### src/rtl/aba_pkg.sv
package aba_pkg;
    typedef enum logic [1:0] {
        ST_IDLE = 2'd0,
        ST_OWN  = 2'd1,
        ST_WIN  = 2'd2,
        ST_CB   = 2'd3
    } aba_state_e;
endpackage

### src/rtl/aba_prio_queue.sv
module aba_prio_queue #(
    parameter int N   = 4,
    parameter int IDW = 2
) (
    input  logic                    clk,
    input  logic                    rst_n,
    input  logic                    mv_en,
    input  logic [IDW-1:0]          mv_id,
    output logic [N-1:0][IDW-1:0]   order_after
);
    logic [N-1:0][IDW-1:0] order_q;
    logic [N-1:0]          seen;
    logic [N-1:0]          present;

    always_comb begin
        logic acc;
        acc = 1'b0;
        for (int i = 0; i < N; i++) begin
            acc     = acc | (order_q[i] == mv_id);
            seen[i] = acc;
        end
    end

    for (genvar s = 0; s < N; s++) begin : g_slot
        if (s == N - 1) begin : g_tail
            assign order_after[s] = (mv_en && seen[s]) ? mv_id : order_q[s];
        end else begin : g_body
            assign order_after[s] = (mv_en && seen[s]) ? order_q[s+1] : order_q[s];
        end
    end

    always_ff @(posedge clk) begin
        if (!rst_n) begin
            for (int i = 0; i < N; i++) order_q[i] <= IDW'(i);
        end else begin
            order_q <= order_after;
        end
    end

    always_comb begin
        present = '0;
        for (int i = 0; i < N; i++) present[order_q[i]] = 1'b1;
    end

    assert_queue_perm_R2: assert property (@(posedge clk) disable iff (!rst_n)
        $countones(present) == N);
endmodule

### src/rtl/aba_pick.sv
module aba_pick #(
    parameter int N   = 4,
    parameter int IDW = 2
) (
    input  logic [N-1:0][IDW-1:0] order,
    input  logic [N-1:0]          req,
    output logic                  any,
    output logic [IDW-1:0]        win_id
);
    always_comb begin
        any    = 1'b0;
        win_id = '0;
        for (int i = N - 1; i >= 0; i--) begin
            if (req[order[i]]) begin
                any    = 1'b1;
                win_id = order[i];
            end
        end
    end

    always_comb begin
        if (any) assert_pick_requests_R2: assert (req[win_id]);
    end
endmodule

### src/rtl/aba_rpt_ctr.sv
module aba_rpt_ctr #(
    parameter int RPT_W = 4
) (
    input  logic             clk,
    input  logic             rst_n,
    input  logic             reload,
    input  logic             dec,
    input  logic [RPT_W-1:0] limit,
    output logic             nonzero
);
    logic [RPT_W-1:0] left_q;

    always_ff @(posedge clk) begin
        if (!rst_n)      left_q <= '0;
        else if (reload) left_q <= limit;
        else if (dec)    left_q <= left_q - 1'b1;
    end

    assign nonzero = (left_q != '0);

    assert_no_underflow_R4: assert property (@(posedge clk) disable iff (!rst_n)
        dec |=> (left_q == $past(left_q) - 1'b1));
endmodule

### src/rtl/aba_arbiter.sv
module aba_arbiter #(
    parameter int N_MST  = 4,
    parameter int CPU_ID = 0,
    parameter int RPT_W  = 4,
    localparam int IDW   = (N_MST > 1) ? $clog2(N_MST) : 1
) (
    input  logic             clk,
    input  logic             rst_n,
    input  logic [N_MST-1:0] req,
    input  logic [N_MST-1:0] rpt_hint,
    input  logic             ten_start,
    input  logic             retry,
    input  logic             retry_by_cpu,
    input  logic             cb_done,
    input  logic             cfg_park_en,
    input  logic [IDW-1:0]   cfg_park_id,
    input  logic [RPT_W-1:0] cfg_rpt_limit,
    input  logic             cfg_win_park_cpu,
    output logic [N_MST-1:0] gnt
);
    import aba_pkg::*;

    localparam logic [N_MST-1:0] CPU_VEC = N_MST'(1) << CPU_ID;

    aba_state_e state_q, state_n;
    logic [N_MST-1:0] gnt_n;
    logic [IDW-1:0]   last_id_q, last_id_n;
    logic [IDW-1:0]   saved_id_q, saved_id_n;
    logic [IDW-1:0]   owner_id;
    logic             gnt_any;
    logic             arb_state;
    logic             start, retry_ok, keep;
    logic             rpt_nz;
    logic             mv_en;
    logic [IDW-1:0]   mv_id;
    logic [N_MST-1:0][IDW-1:0] order_after;
    logic             pick_any;
    logic [IDW-1:0]   pick_id;
    logic [N_MST-1:0] park_vec;
    logic [N_MST-1:0] pick_vec;

    always_comb begin
        owner_id = '0;
        for (int i = 0; i < N_MST; i++) begin
            if (gnt[i]) owner_id = IDW'(i);
        end
    end

    assign gnt_any   = |gnt;
    assign arb_state = (state_q == ST_IDLE) || (state_q == ST_OWN);
    assign retry_ok  = retry && arb_state;
    assign start     = ten_start && gnt_any && arb_state && !retry_ok;
    assign keep      = start && rpt_hint[owner_id] && req[owner_id] && rpt_nz;
    assign mv_en     = retry_ok ? !retry_by_cpu : (start && !keep);
    assign mv_id     = retry_ok ? last_id_q : owner_id;
    assign park_vec  = cfg_park_en ? (N_MST'(1) << cfg_park_id) : '0;
    assign pick_vec  = N_MST'(1) << pick_id;

    aba_prio_queue #(.N(N_MST), .IDW(IDW)) u_queue (
        .clk         (clk),
        .rst_n       (rst_n),
        .mv_en       (mv_en),
        .mv_id       (mv_id),
        .order_after (order_after)
    );

    aba_pick #(.N(N_MST), .IDW(IDW)) u_pick (
        .order  (order_after),
        .req    (req),
        .any    (pick_any),
        .win_id (pick_id)
    );

    aba_rpt_ctr #(.RPT_W(RPT_W)) u_rpt (
        .clk     (clk),
        .rst_n   (rst_n),
        .reload  ((gnt_n != gnt) && (|gnt_n)),
        .dec     (keep),
        .limit   (cfg_rpt_limit),
        .nonzero (rpt_nz)
    );

    always_comb begin
        state_n    = state_q;
        gnt_n      = gnt;
        last_id_n  = last_id_q;
        saved_id_n = saved_id_q;
        unique case (state_q)
            ST_IDLE, ST_OWN: begin
                if (retry_ok) begin
                    if (retry_by_cpu) begin
                        state_n    = ST_CB;
                        gnt_n      = CPU_VEC;
                        saved_id_n = last_id_q;
                    end else begin
                        state_n = ST_WIN;
                        gnt_n   = cfg_win_park_cpu ? CPU_VEC : '0;
                    end
                end else if (start) begin
                    last_id_n = owner_id;
                    if (keep) begin
                        state_n = ST_OWN;
                    end else if (pick_any) begin
                        state_n = ST_OWN;
                        gnt_n   = pick_vec;
                    end else begin
                        state_n = ST_IDLE;
                        gnt_n   = park_vec;
                    end
                end else if (state_q == ST_IDLE) begin
                    if (pick_any) begin
                        state_n = ST_OWN;
                        gnt_n   = pick_vec;
                    end else begin
                        gnt_n   = park_vec;
                    end
                end
            end
            ST_WIN: begin
                if (pick_any) begin
                    state_n = ST_OWN;
                    gnt_n   = pick_vec;
                end else begin
                    state_n = ST_IDLE;
                    gnt_n   = park_vec;
                end
            end
            ST_CB: begin
                if (cb_done) begin
                    state_n = ST_OWN;
                    gnt_n   = N_MST'(1) << saved_id_q;
                end
            end
            default: state_n = ST_IDLE;
        endcase
    end

    always_ff @(posedge clk) begin
        if (!rst_n) begin
            state_q    <= ST_IDLE;
            last_id_q  <= '0;
            saved_id_q <= '0;
        end else begin
            state_q    <= state_n;
            last_id_q  <= last_id_n;
            saved_id_q <= saved_id_n;
        end
    end

    always_ff @(posedge clk) begin
        if (!rst_n) gnt <= '0;
        else        gnt <= gnt_n;
    end

    assert_grant_onehot_R1: assert property (@(posedge clk) disable iff (!rst_n)
        $onehot0(gnt));

    assert_hold_owner_R3: assert property (@(posedge clk) disable iff (!rst_n)
        (state_q == ST_OWN && !ten_start && !retry) |=> $stable(gnt));

    assert_window_park_R6: assert property (@(posedge clk) disable iff (!rst_n)
        (retry && !retry_by_cpu && arb_state) |=>
            (gnt == ($past(cfg_win_park_cpu) ? CPU_VEC : '0)));

    assert_cpu_first_R8: assert property (@(posedge clk) disable iff (!rst_n)
        (retry && retry_by_cpu && arb_state) |=> (gnt == CPU_VEC));

    assert_copyback_hold_R8: assert property (@(posedge clk) disable iff (!rst_n)
        (state_q == ST_CB && !cb_done) |=> $stable(gnt));
endmodule

### config.mk
export PLATFORM = sky130hd
export DESIGN_NAME = aba_arbiter
export DESIGN_NICKNAME = d
export VERILOG_FILES = /design/src/rtl/aba_pkg.sv /design/src/rtl/aba_prio_queue.sv /design/src/rtl/aba_pick.sv /design/src/rtl/aba_rpt_ctr.sv /design/src/rtl/aba_arbiter.sv
export SDC_FILE = /design/constraint.sdc
export NUM_CORES = 1
export LEC_CHECK = 0
export BUFFER_PORTS_ARGS = -buffer_cell sky130_fd_sc_hd__clkbuf_2
export CAP_MARGIN = 20
export CORE_MARGIN = 4
export CORE_UTILIZATION = 60
export CTS_CLUSTER_DIAMETER = 120
export DETAILED_ROUTE_END_ITERATION = 10
export PLACE_DENSITY_LB_ADDON = 0.3
export RECOVER_POWER = 25
export SYNTH_ARGS = -nofsm -noshare
export SYNTH_HDL_FRONTEND = slang
export SYNTH_SLANG_ARGS = --single-unit
export TNS_END_PERCENT = 20
### constraint.sdc
create_clock -name clk -period 5.58 [get_ports clk]
set_input_delay 0.837 -clock clk [delete_from_list [all_inputs] [get_ports clk]]
set_output_delay 0.837 -clock clk [all_outputs]
set_load 0.01 [all_outputs]
==> impl_results.md <==
* First-pass GRT wire length at approximately 12000 um
* Placer Congestion at approximately 1.0
* Chip Height at between 70 and 80 um
* WHS at just under 500 ps
* Ranking of synthesized cells by area: dfxtp_1 (18%), nand2_1 (5.7%), nor2_1 (5.4%)
* Max-slew violation count at 0
* Reg area at 440 sq um
* Pwr dens at ~530 mW/mm^2
* Post-synth EDFFs at 0
* Synth area leader: dfxtp_1
* Vias in the first global route at 2500
* N_diodes at 0
* Fin worst setup slack at between 400 and 500 ps
* Die area at between 0.005 and 0.006 sq mm
* WL per Instance at around 18 um
* Setup WS pre-CTS at 296 ps
* Arr. time, crit path at between 5000 and 6000 ps
* Bufs on Longest Clock Path at 2
* Post-synth cell types at 71
* CTS Buf Count at 3
* Min Tclk post-route at a little over 5000 ps
* Htree depth at 1
* Clock Skew at between 3 and 4 ps
* CP Max Fanout at 9
* Layout cells sized above 1 at 0.144
* Slew @ Worst Pin at 609 ps
* Die X at 71.7 um
* Final Cycle Share at 0.913
* Slew HR at 0.592
* Ys Warns at 0
* Fmax at about 0.20 GHz
* Largest net degree at the start of global routing at 20
* Skew-Pair Late Insertion Delay at about 270 ps
* Detailed placer's ending HPWL at 5370 um
* Worst path slowest cell: or4b_1
* Drt initial violations at about 280
* Vias at 2750
* Fin nets at 378
* VDD IR max at approximately 0.36 mV
* Outcome: finished, final reports clean
* Synth top area share at 0.181
* Setup TNS at 0 ps
* Hold crit path type: flop to flop
* FP Rows at 22
* Setup Fix Bufs, Post-CTS at 0
* Routed wire length at around 7100 um
* Crit start category: input pin
* Post-synthesis register bit count at 22
* Hold_buf cts at 0
* Multi-input gate area at 0.00184 sq mm
* Asr flop ratio synth at 0
* I/O pin total at 26
* WS Path Type: input pin to flop
* DRT Pass-1 Iters at 5
* I/O Buffers at 25
* Post-Syn Instances at 341
* Final hold vios at 0
* CTS tree: built
* P&R area growth vs syn at 7.45%
* Initial antenna violation count at 0
* DRC at 0
* Mean area per synthesized cell at just over 7 sq um
* Mapped cell area at approximately 0.0024 sq mm
* Fillers at about 340
* Setup violations, final at 0
* Ys flop type: dfxtp_1
* GRT overflow at 0
* CP peak stage delay at roughly 700 ps
* All-layer global routing usage at 0.279
* CTS root buf: clkbuf_8
* Routed Antenna Nets at 0
* CP required at around 5800 ps
* Cell repeated most along the worst path: nor3_1
* Vias per inst at between 6 and 7
* Max cap viols at 0
* Placeable Area at 0.00380 sq mm
* Leak pwr at about 1.0 nW
* Worst-path clk slew at ~90 ps
* Crit path cell chain: clkbuf_1 > and2b_4 > o31ai_4 > xnor2_1 > o22ai_1 > a22oi_1 > a2bb2oi_1 > or4b_1 > a211o_1 > a311oi_1 > o221ai_2 > a2111oi_4 > a21o_1 > nor3_1 > nor3_1
* Post-CTS Resized at 0
* RSZ-0062 raised after global routing: false
* Setup crit end kind: flop
* CTS Sinks at 22
* Post-synth net total at 364
* Initial Util at 0.641
* Register area share after synthesis at 0.181
sequential cells by signal, summed over array words and instances (netlist names):
name / flops
gnt: 4
last_id_q: 2
saved_id_q: 2
state_q: 2
u_queue.order_q: 8
u_rpt.left_q: 4
cell usage after synthesis, types with 3 or more instances:
cell      instances
o22ai_1           3
xor2_1            3
nor2_1           35
nor3_1           12
and3_1            3
nor2b_1           4
a22oi_1           3
mux2i_1          12
a211o_1           3
buf_2             4
inv_1            17
a21oi_1          22
nand2b_1          3
dfxtp_1          22
nand2_1          37
o21ai_0          16
o21a_1            4
a211oi_1         12
xnor2_1           8
nand4_1           7
nand3_1          15
or3_1             3
o32ai_1           3
a21o_1            5
or2_2             4
and2_1            6
mux2_2            5
clkbuf_1         14
final timing paths:
path | from | to | slack, ps | cells past startpoint
worst min register to register | last_id_q[0] | saved_id_q[0] | 500 | 2
worst min-delay path | last_id_q[0] | saved_id_q[0] | 500 | 2
worst max-delay path | retry | u_rpt.left_q[0] | 490 | 15
worst max register to register | state_q[1] | u_rpt.left_q[0] | 550 | 14
through the flow:
| step | total power [mW] | instance area [sq um] | util | instances |
|---|---|---|---|---|
| 2_1_floorplan | 1.04 | 2430 | - | 341 |
| 3_3_place_gp | 1.20 | 2570 | 0.676 | 398 |
| 3_5_place_dp | 1.23 | 2570 | 0.676 | 398 |
| 4_1_cts | 1.35 | 2620 | 0.690 | 402 |
| 5_1_grt | 1.49 | 2620 | 0.689 | 402 |
| 6_report | 1.38 | 2620 | 0.689 | 402 |
layer usage:
layer	track usage	up-vias	wire (um)
li1	-	1304	-
met1	0.402	1249	3110
met4	0.0898	0	110
met3	0.0477	15	767
met5	0	-	0
met2	0.418	182	3110
cells by family after synthesis:
group                    after synthesis  share of synthesized area
AND/OR/NAND/NOR                      142                      0.289
AO/OA/AOI/OAI                        109                      0.348
buffers and inverters                 39                     0.0653
flip-flops                            22                      0.181
multiplexers                          17                     0.0725
XOR/XNOR                              11                     0.0396
adder cells (fa/ha/maj)                1                    0.00514
final cells by class:
class                           count  share of cell area
Sequential cell                    22               0.168
Timing Repair Buffer               30              0.0603
Inverter                           18              0.0258
Tap cell                           48              0.0230
Multi-Input combinational cell    280               0.702
Clock buffer                        4              0.0210
cells in the final DEF (no fill, tap or decap), types with 3 or more instances in the layout:
cell type,netlist,final
buf_4,2,5
dfxtp_1,22,22
a21oi_1,22,22
nor2_1,35,35
o21ai_0,16,16
mux2_2,5,5
o22ai_1,3,3
or3_1,3,3
nor2b_1,4,4
clkbuf_1,14,4
nand4_1,7,7
and3_1,3,3
a21o_1,5,5
mux2i_1,12,12
nand2_1,37,37
o32ai_1,3,3
and2_1,6,6
a211o_1,3,3
clkbuf_8,0,4
clkbuf_2,0,21
a22oi_1,3,3
o21a_1,4,4
nand2b_1,3,3
xor2_1,3,3
a211oi_1,12,12
nor3_1,12,12
nand3_1,15,15
xnor2_1,8,8
inv_1,17,17
or2_2,4,4
critical path, delay by kind of cell:
kind            cells  cell delay [ps]
buf+inv             1              150
xor+xnor            1              220
simple gates        4             1130
compound gates      9             2930
report_power, final:
group	leakage [nW]	switching (mW)	internal [mW]
registers	0.181	0.0811	0.201
logic	0.834	0.585	0.392
clock network	0.0288	0.0593	0.0632
Power figures use the tool's default switching activity.
